$ cat src/rtl/pia_pkg.sv
package pia_pkg;
   typedef enum logic {
      CLASS_NORMAL = 1'b0,
      CLASS_FAST   = 1'b1
   } class_e;

   localparam int unsigned DEF_LINES  = 32;
   localparam int unsigned DEF_PRIO_W = 5;
   localparam int unsigned DEF_BANKS  = 4;
endpackage

$ cat src/rtl/pia_qualify.sv
module pia_qualify
   import pia_pkg::*;
#(
   parameter int unsigned N = 32
) (
   input  logic [N-1:0] pend,
   input  logic [N-1:0] mask,
   input  logic [N-1:0] steer,
   input  class_e       cls,
   output logic [N-1:0] elig
);
   logic [N-1:0] class_match;

   for (genvar g = 0; g < N; g++) begin : g_line
      assign class_match[g] = (steer[g] == logic'(cls));
      assign elig[g]        = pend[g] & ~mask[g] & class_match[g];
   end

   always_comb begin
      for (int k = 0; k < N; k++) begin
         if (elig[k]) begin
            assert_elig_R1: assert (pend[k] && !mask[k] && (steer[k] == logic'(cls)))
               else $error("eligible line %0d fails its qualifiers", k);
         end
      end
   end
endmodule

$ cat src/rtl/pia_merge.sv
module pia_merge #(
   parameter int unsigned PRIO_W = 5,
   parameter int unsigned IDX_W  = 5
) (
   input  logic              a_v,
   input  logic [PRIO_W-1:0] a_p,
   input  logic [IDX_W-1:0]  a_i,
   input  logic              b_v,
   input  logic [PRIO_W-1:0] b_p,
   input  logic [IDX_W-1:0]  b_i,
   output logic              o_v,
   output logic [PRIO_W-1:0] o_p,
   output logic [IDX_W-1:0]  o_i
);
   logic take_b;

   always_comb begin
      if (!b_v)                take_b = 1'b0;
      else if (!a_v)           take_b = 1'b1;
      else if (b_p != a_p)     take_b = (b_p < a_p);
      else                     take_b = (b_i > a_i);
   end

   assign o_v = a_v | b_v;
   assign o_p = take_b ? b_p : a_p;
   assign o_i = take_b ? b_i : a_i;

   always_comb begin
      if (o_v && a_v) begin
         assert_min_a_R2: assert (o_p <= a_p) else $error("node kept worse priority than left");
      end
      if (o_v && b_v) begin
         assert_min_b_R2: assert (o_p <= b_p) else $error("node kept worse priority than right");
      end
      if (a_v && b_v && (a_p == b_p)) begin
         assert_tie_high_R3: assert (o_i >= a_i && o_i >= b_i) else $error("tie not won by higher index");
      end
   end
endmodule

$ cat src/rtl/pia_tree.sv
module pia_tree #(
   parameter int unsigned N      = 32,
   parameter int unsigned PRIO_W = 5
) (
   input  logic [N-1:0]        elig,
   input  logic [N*PRIO_W-1:0] prio,
   output logic                win_v,
   output logic [PRIO_W-1:0]   win_p,
   output logic [$clog2(N)-1:0] win_i
);
   localparam int unsigned IDX_W = $clog2(N);
   localparam int unsigned NODES = 2*N - 1;

   // heap layout: node k has children 2k+1 and 2k+2, leaf i sits at N-1+i
   logic              nv [NODES];
   logic [PRIO_W-1:0] np [NODES];
   logic [IDX_W-1:0]  ni [NODES];

   for (genvar l = 0; l < N; l++) begin : g_leaf
      assign nv[N-1+l] = elig[l];
      assign np[N-1+l] = prio[l*PRIO_W +: PRIO_W];
      assign ni[N-1+l] = IDX_W'(l);
   end

   for (genvar k = 0; k < N-1; k++) begin : g_node
      pia_merge #(
         .PRIO_W (PRIO_W),
         .IDX_W  (IDX_W)
      ) u_merge (
         .a_v (nv[2*k+1]),
         .a_p (np[2*k+1]),
         .a_i (ni[2*k+1]),
         .b_v (nv[2*k+2]),
         .b_p (np[2*k+2]),
         .b_i (ni[2*k+2]),
         .o_v (nv[k]),
         .o_p (np[k]),
         .o_i (ni[k])
      );
   end

   assign win_v = nv[0];
   assign win_p = np[0];
   assign win_i = ni[0];

   always_comb begin
      assert_root_valid_R5: assert (win_v == (|elig)) else $error("root valid disagrees with candidates");
      if (win_v) begin
         assert_root_elig_R1: assert (elig[win_i]) else $error("root picked a non-candidate");
      end
   end
endmodule

$ cat src/rtl/prio_irq_arbiter.sv
module prio_irq_arbiter
   import pia_pkg::*;
#(
   parameter int unsigned NUM_LINES  = DEF_LINES,
   parameter int unsigned PRIO_W     = DEF_PRIO_W,
   parameter int unsigned NUM_BANKS  = DEF_BANKS,
   parameter int unsigned BANK_NUM   = 0,
   parameter bit          REGISTERED = 1'b1,
   localparam int unsigned LIDX_W    = $clog2(NUM_LINES),
   localparam int unsigned OUT_W     = $clog2(NUM_LINES*NUM_BANKS)
) (
   input  logic                        clk,
   input  logic                        rst_n,
   input  logic [NUM_LINES-1:0]        pend_i,
   input  logic [NUM_LINES-1:0]        mask_i,
   input  logic [NUM_LINES-1:0]        steer_i,
   input  logic                        class_sel_i,
   input  logic [NUM_LINES*PRIO_W-1:0] prio_i,
   output logic [OUT_W-1:0]            win_idx_o,
   output logic                        win_valid_o
);
   localparam int unsigned BASE = BANK_NUM * NUM_LINES;

   if (NUM_LINES < 2 || (NUM_LINES & (NUM_LINES - 1)) != 0) begin : g_chk_lines
      $error("NUM_LINES must be a power of two, at least 2");
   end
   if (PRIO_W < 1) begin : g_chk_prio
      $error("PRIO_W must be at least 1");
   end
   if (NUM_BANKS < 1 || BANK_NUM >= NUM_BANKS) begin : g_chk_bank
      $error("BANK_NUM must be below NUM_BANKS");
   end

   logic [NUM_LINES-1:0] elig;
   logic                 root_v;
   logic [PRIO_W-1:0]    root_p;
   logic [LIDX_W-1:0]    root_i;
   logic [OUT_W-1:0]     comb_idx;

   pia_qualify #(.N(NUM_LINES)) u_qual (
      .pend  (pend_i),
      .mask  (mask_i),
      .steer (steer_i),
      .cls   (class_e'(class_sel_i)),
      .elig  (elig)
   );

   pia_tree #(.N(NUM_LINES), .PRIO_W(PRIO_W)) u_tree (
      .elig  (elig),
      .prio  (prio_i),
      .win_v (root_v),
      .win_p (root_p),
      .win_i (root_i)
   );

   assign comb_idx = root_v ? (OUT_W'(BASE) + OUT_W'(root_i)) : '0;

   if (REGISTERED) begin : g_reg
      logic [OUT_W-1:0]     idx_q;
      logic                 val_q;
      logic [NUM_LINES-1:0] elig_q;
      logic [OUT_W-1:0]     loc;

      always_ff @(posedge clk or negedge rst_n) begin
         if (!rst_n) begin
            idx_q  <= '0;
            val_q  <= 1'b0;
            elig_q <= '0;
         end else begin
            idx_q  <= comb_idx;
            val_q  <= root_v;
            elig_q <= elig;
         end
      end

      assign win_idx_o   = idx_q;
      assign win_valid_o = val_q;
      assign loc         = idx_q - OUT_W'(BASE);

      assert_idle_zero_R4: assert property (@(posedge clk) disable iff (!rst_n)
         !win_valid_o |-> (win_idx_o == '0));
      assert_valid_any_R5: assert property (@(posedge clk) disable iff (!rst_n)
         win_valid_o == (|elig_q));
      assert_in_bank_R6: assert property (@(posedge clk) disable iff (!rst_n)
         win_valid_o |-> (win_idx_o >= OUT_W'(BASE) && loc < OUT_W'(NUM_LINES)));
      assert_winner_elig_R1: assert property (@(posedge clk) disable iff (!rst_n)
         win_valid_o |-> elig_q[loc[LIDX_W-1:0]]);
      assert_one_cycle_R7: assert property (@(posedge clk) disable iff (!rst_n)
         $stable(comb_idx) && $stable(root_v) |=> (win_idx_o == $past(comb_idx)));
   end else begin : g_comb
      assign win_idx_o   = comb_idx;
      assign win_valid_o = root_v;

      always_comb begin
         if (!win_valid_o) begin
            assert_idle_zero_c_R4: assert (win_idx_o == '0) else $error("idle index not zero");
         end else begin
            assert_in_bank_c_R6: assert (win_idx_o >= OUT_W'(BASE)) else $error("index below bank base");
         end
      end
   end
endmodule

$ cat config.mk
export PLATFORM = sky130hd
export DESIGN_NAME = prio_irq_arbiter
export DESIGN_NICKNAME = d
export VERILOG_FILES = /design/src/rtl/pia_pkg.sv /design/src/rtl/pia_qualify.sv /design/src/rtl/pia_merge.sv /design/src/rtl/pia_tree.sv /design/src/rtl/prio_irq_arbiter.sv
export SDC_FILE = /design/constraint.sdc
export NUM_CORES = 1
export LEC_CHECK = 0
export BUFFER_PORTS_ARGS = -buffer_cell sky130_fd_sc_hd__buf_4
export CAP_MARGIN = 20
export CELL_PAD_IN_SITES_DETAIL_PLACEMENT = 0
export CELL_PAD_IN_SITES_GLOBAL_PLACEMENT = 2
export CORE_ASPECT_RATIO = 0.75
export CORE_MARGIN = 2
export CORE_UTILIZATION = 31
export DETAILED_ROUTE_END_ITERATION = 10
export PLACE_DENSITY = 0.92
export SLEW_MARGIN = 40
export SYNTH_ARGS = -nofsm -noshare
export SYNTH_HDL_FRONTEND = slang
export SYNTH_HIERARCHICAL = 1
export SYNTH_SLANG_ARGS = --single-unit
$ cat constraint.sdc
create_clock -name clk -period 0.8 [get_ports clk]
set_input_delay 0.16 -clock clk [delete_from_list [all_inputs] [get_ports clk]]
set_output_delay 0.16 -clock clk [all_outputs]
set_load 0.005 [all_outputs]
==> reports/results.ini <==
[detailed_routing]
drt_first_iter_violations=241
routedWlPerCell_um=12.3
drt-total-wl_um=37600
viasPerCell=4.39
vias=13400
postRouteAntennaNets=0
remaining_drc_errors=0
drtPass1Iterations=4

[clocking]
ctsLongestPathBuffers=2
clk_root_buffer_cell=clkbuf_16
cts_max_level=1
cts.sinks=6
numCtsBuffers=3
path_clk_slew_ns=0.04
cts_tree=yes

[logic_synthesis]
avgSynthCellArea_um2=8.48
ys_warn_count=6
synthCells=1567
syn_area_um2=13300

[setup_path]
worst_path_max_delay_cell=mux2_4
path_class=in -> reg
arrival_ns=7.31
cp-start-kind=input port
crit_path_max_fanout=6
endpoint_kind=register
worstPathRequired_ns=0.92
slowest_delay_ns=0.39

[power_and_ir_drop]
seq_power_share=0.019
p_per_area_nw_per_um2=1370
p_sw_uw=13000
p_int_uw=16300
p_sw_frac=0.445
p_leak_uw=0.0113
power.total_uw=29300
p_comb_frac=0.952
power_frac_clock=0.028
peakVddDrop_v=0.00123

[place]
dp_hpwl_um=32900
routabilityCongestion=0.813
io_buffer_count=264
dpl_cell_area_um2=19800

[worst_hold_path]
worst_hold_path_type=in -> async

[global_routing]
grt_pass1_wl_um=63300
grt_usage=0.166
overflow=0
grt_max_degree=14
grt_pass1_vias=13800
antenna_found_initial=0

[finish]
finalCoreUtilization=0.508
nets=3065
drive_above_1_share=0.477
syn2layout_area_growth_pct=61.4
design_area_um2=21400
final_cell_mix=buf_4 (587), inv_1 (384), conb_1 (322), ha_1 (276), mux2_2 (204)
final_common_cell=buf_4
antennaDiodeCount=0

[timing]
rsz0062_at_grt=true
fin_crit_sh=8.99
fmax_mhz=139
tns_ns=-34.69
hold_viol=0
setup_viol=12
worst_slack_ns=-6.40
min_period_ns=7.20
finalMaxSlewViolations=0

[floorplan]
die_h_um=183
die_x_um=243
num_rows=65
ioPinCount=267
core-area_um2=42200
start_util=0.315
dieArea_um2=44600

[run_status]
outcome=finished with violations
violations=setup timing

[run]
drv_cap=0

## critical path: cells and delay by family
family                     cells  cell delay (ns)
muxes                          5             1.75
AOI/OAI and AO/OA             15             3.31
adders and majority gates      4             0.89
xor gates and xnor gates       1             0.15
and+or+nand+nor                2             0.38
buffers and inverters          6             0.63
## metrics by stage
stage          setup WS, ns  instances  hold slack, ns
2_1_floorplan         -6.36       1886          -0.136
3_5_place_dp          -6.94       2998         -0.0188
5_1_grt               -6.72       3063           0.296
6_report              -6.40       3063           0.283
4_1_cts               -6.28       3048           0.281
3_3_place_gp          -6.74       2998         -0.0215
## routing by layer
metal | vias up | wire (µm) | global-route usage
met5 | - | 0 | 0
met4 | 0 | 284 | 0.0162
met3 | 19 | 785 | 0.00761
met2 | 162 | 18300 | 0.303
met1 | 6143 | 18300 | 0.223
li1 | 7119 | - | -
## power groups by stage
stage,sequential [µW],clock (µW),combinational [µW]
final,570,826,27900
after global routing,577,859,30700
after CTS,567,842,25600
after detailed placement,545,0,21200
after global placement,541,0,20800
after floorplan,522,0,15000
## sequential cells by signal (all words and copies together) (netlist names)
register,cells
win_valid_o,1
win_idx_o,5
## layout make-up
class,instances,area (µm²)
fillers,3942,20800
multi-input cells,1471,14300
inverters,403,1520
repair buffers,611,4720
well taps,569,712
flip-flops and latches,6,150
clock buffers,3,75.1
## worst paths after layout
| kind | slack [ns] | cells past startpoint | end | from |
|---|---|---|---|---|
| max | -6.40 | 33 | win_idx_o[3]$_DFF_PN0_ | class_sel_i |
| min | 0.28 | 2 | win_valid_o$_DFF_PN0_ | rst_n |
| max in group asynchronous | 0.39 | 2 | win_idx_o[0]$_DFF_PN0_ | rst_n |
| min in group clk | 0.82 | 1 | win_valid_o | win_valid_o$_DFF_PN0_ |
## repair_timing
item / in CTS / in global routing
hold buffers: 1 / 0
gates cloned: 0 / 1
pin swaps: 86 / 45
setup endpoints to repair: 12 / 12
endpoints found under the hold margin: 6 / 0
buffers inserted: 46 / 14
gates resized for setup: 144 / 58
Note: power is estimated with default switching activity, not from simulation.
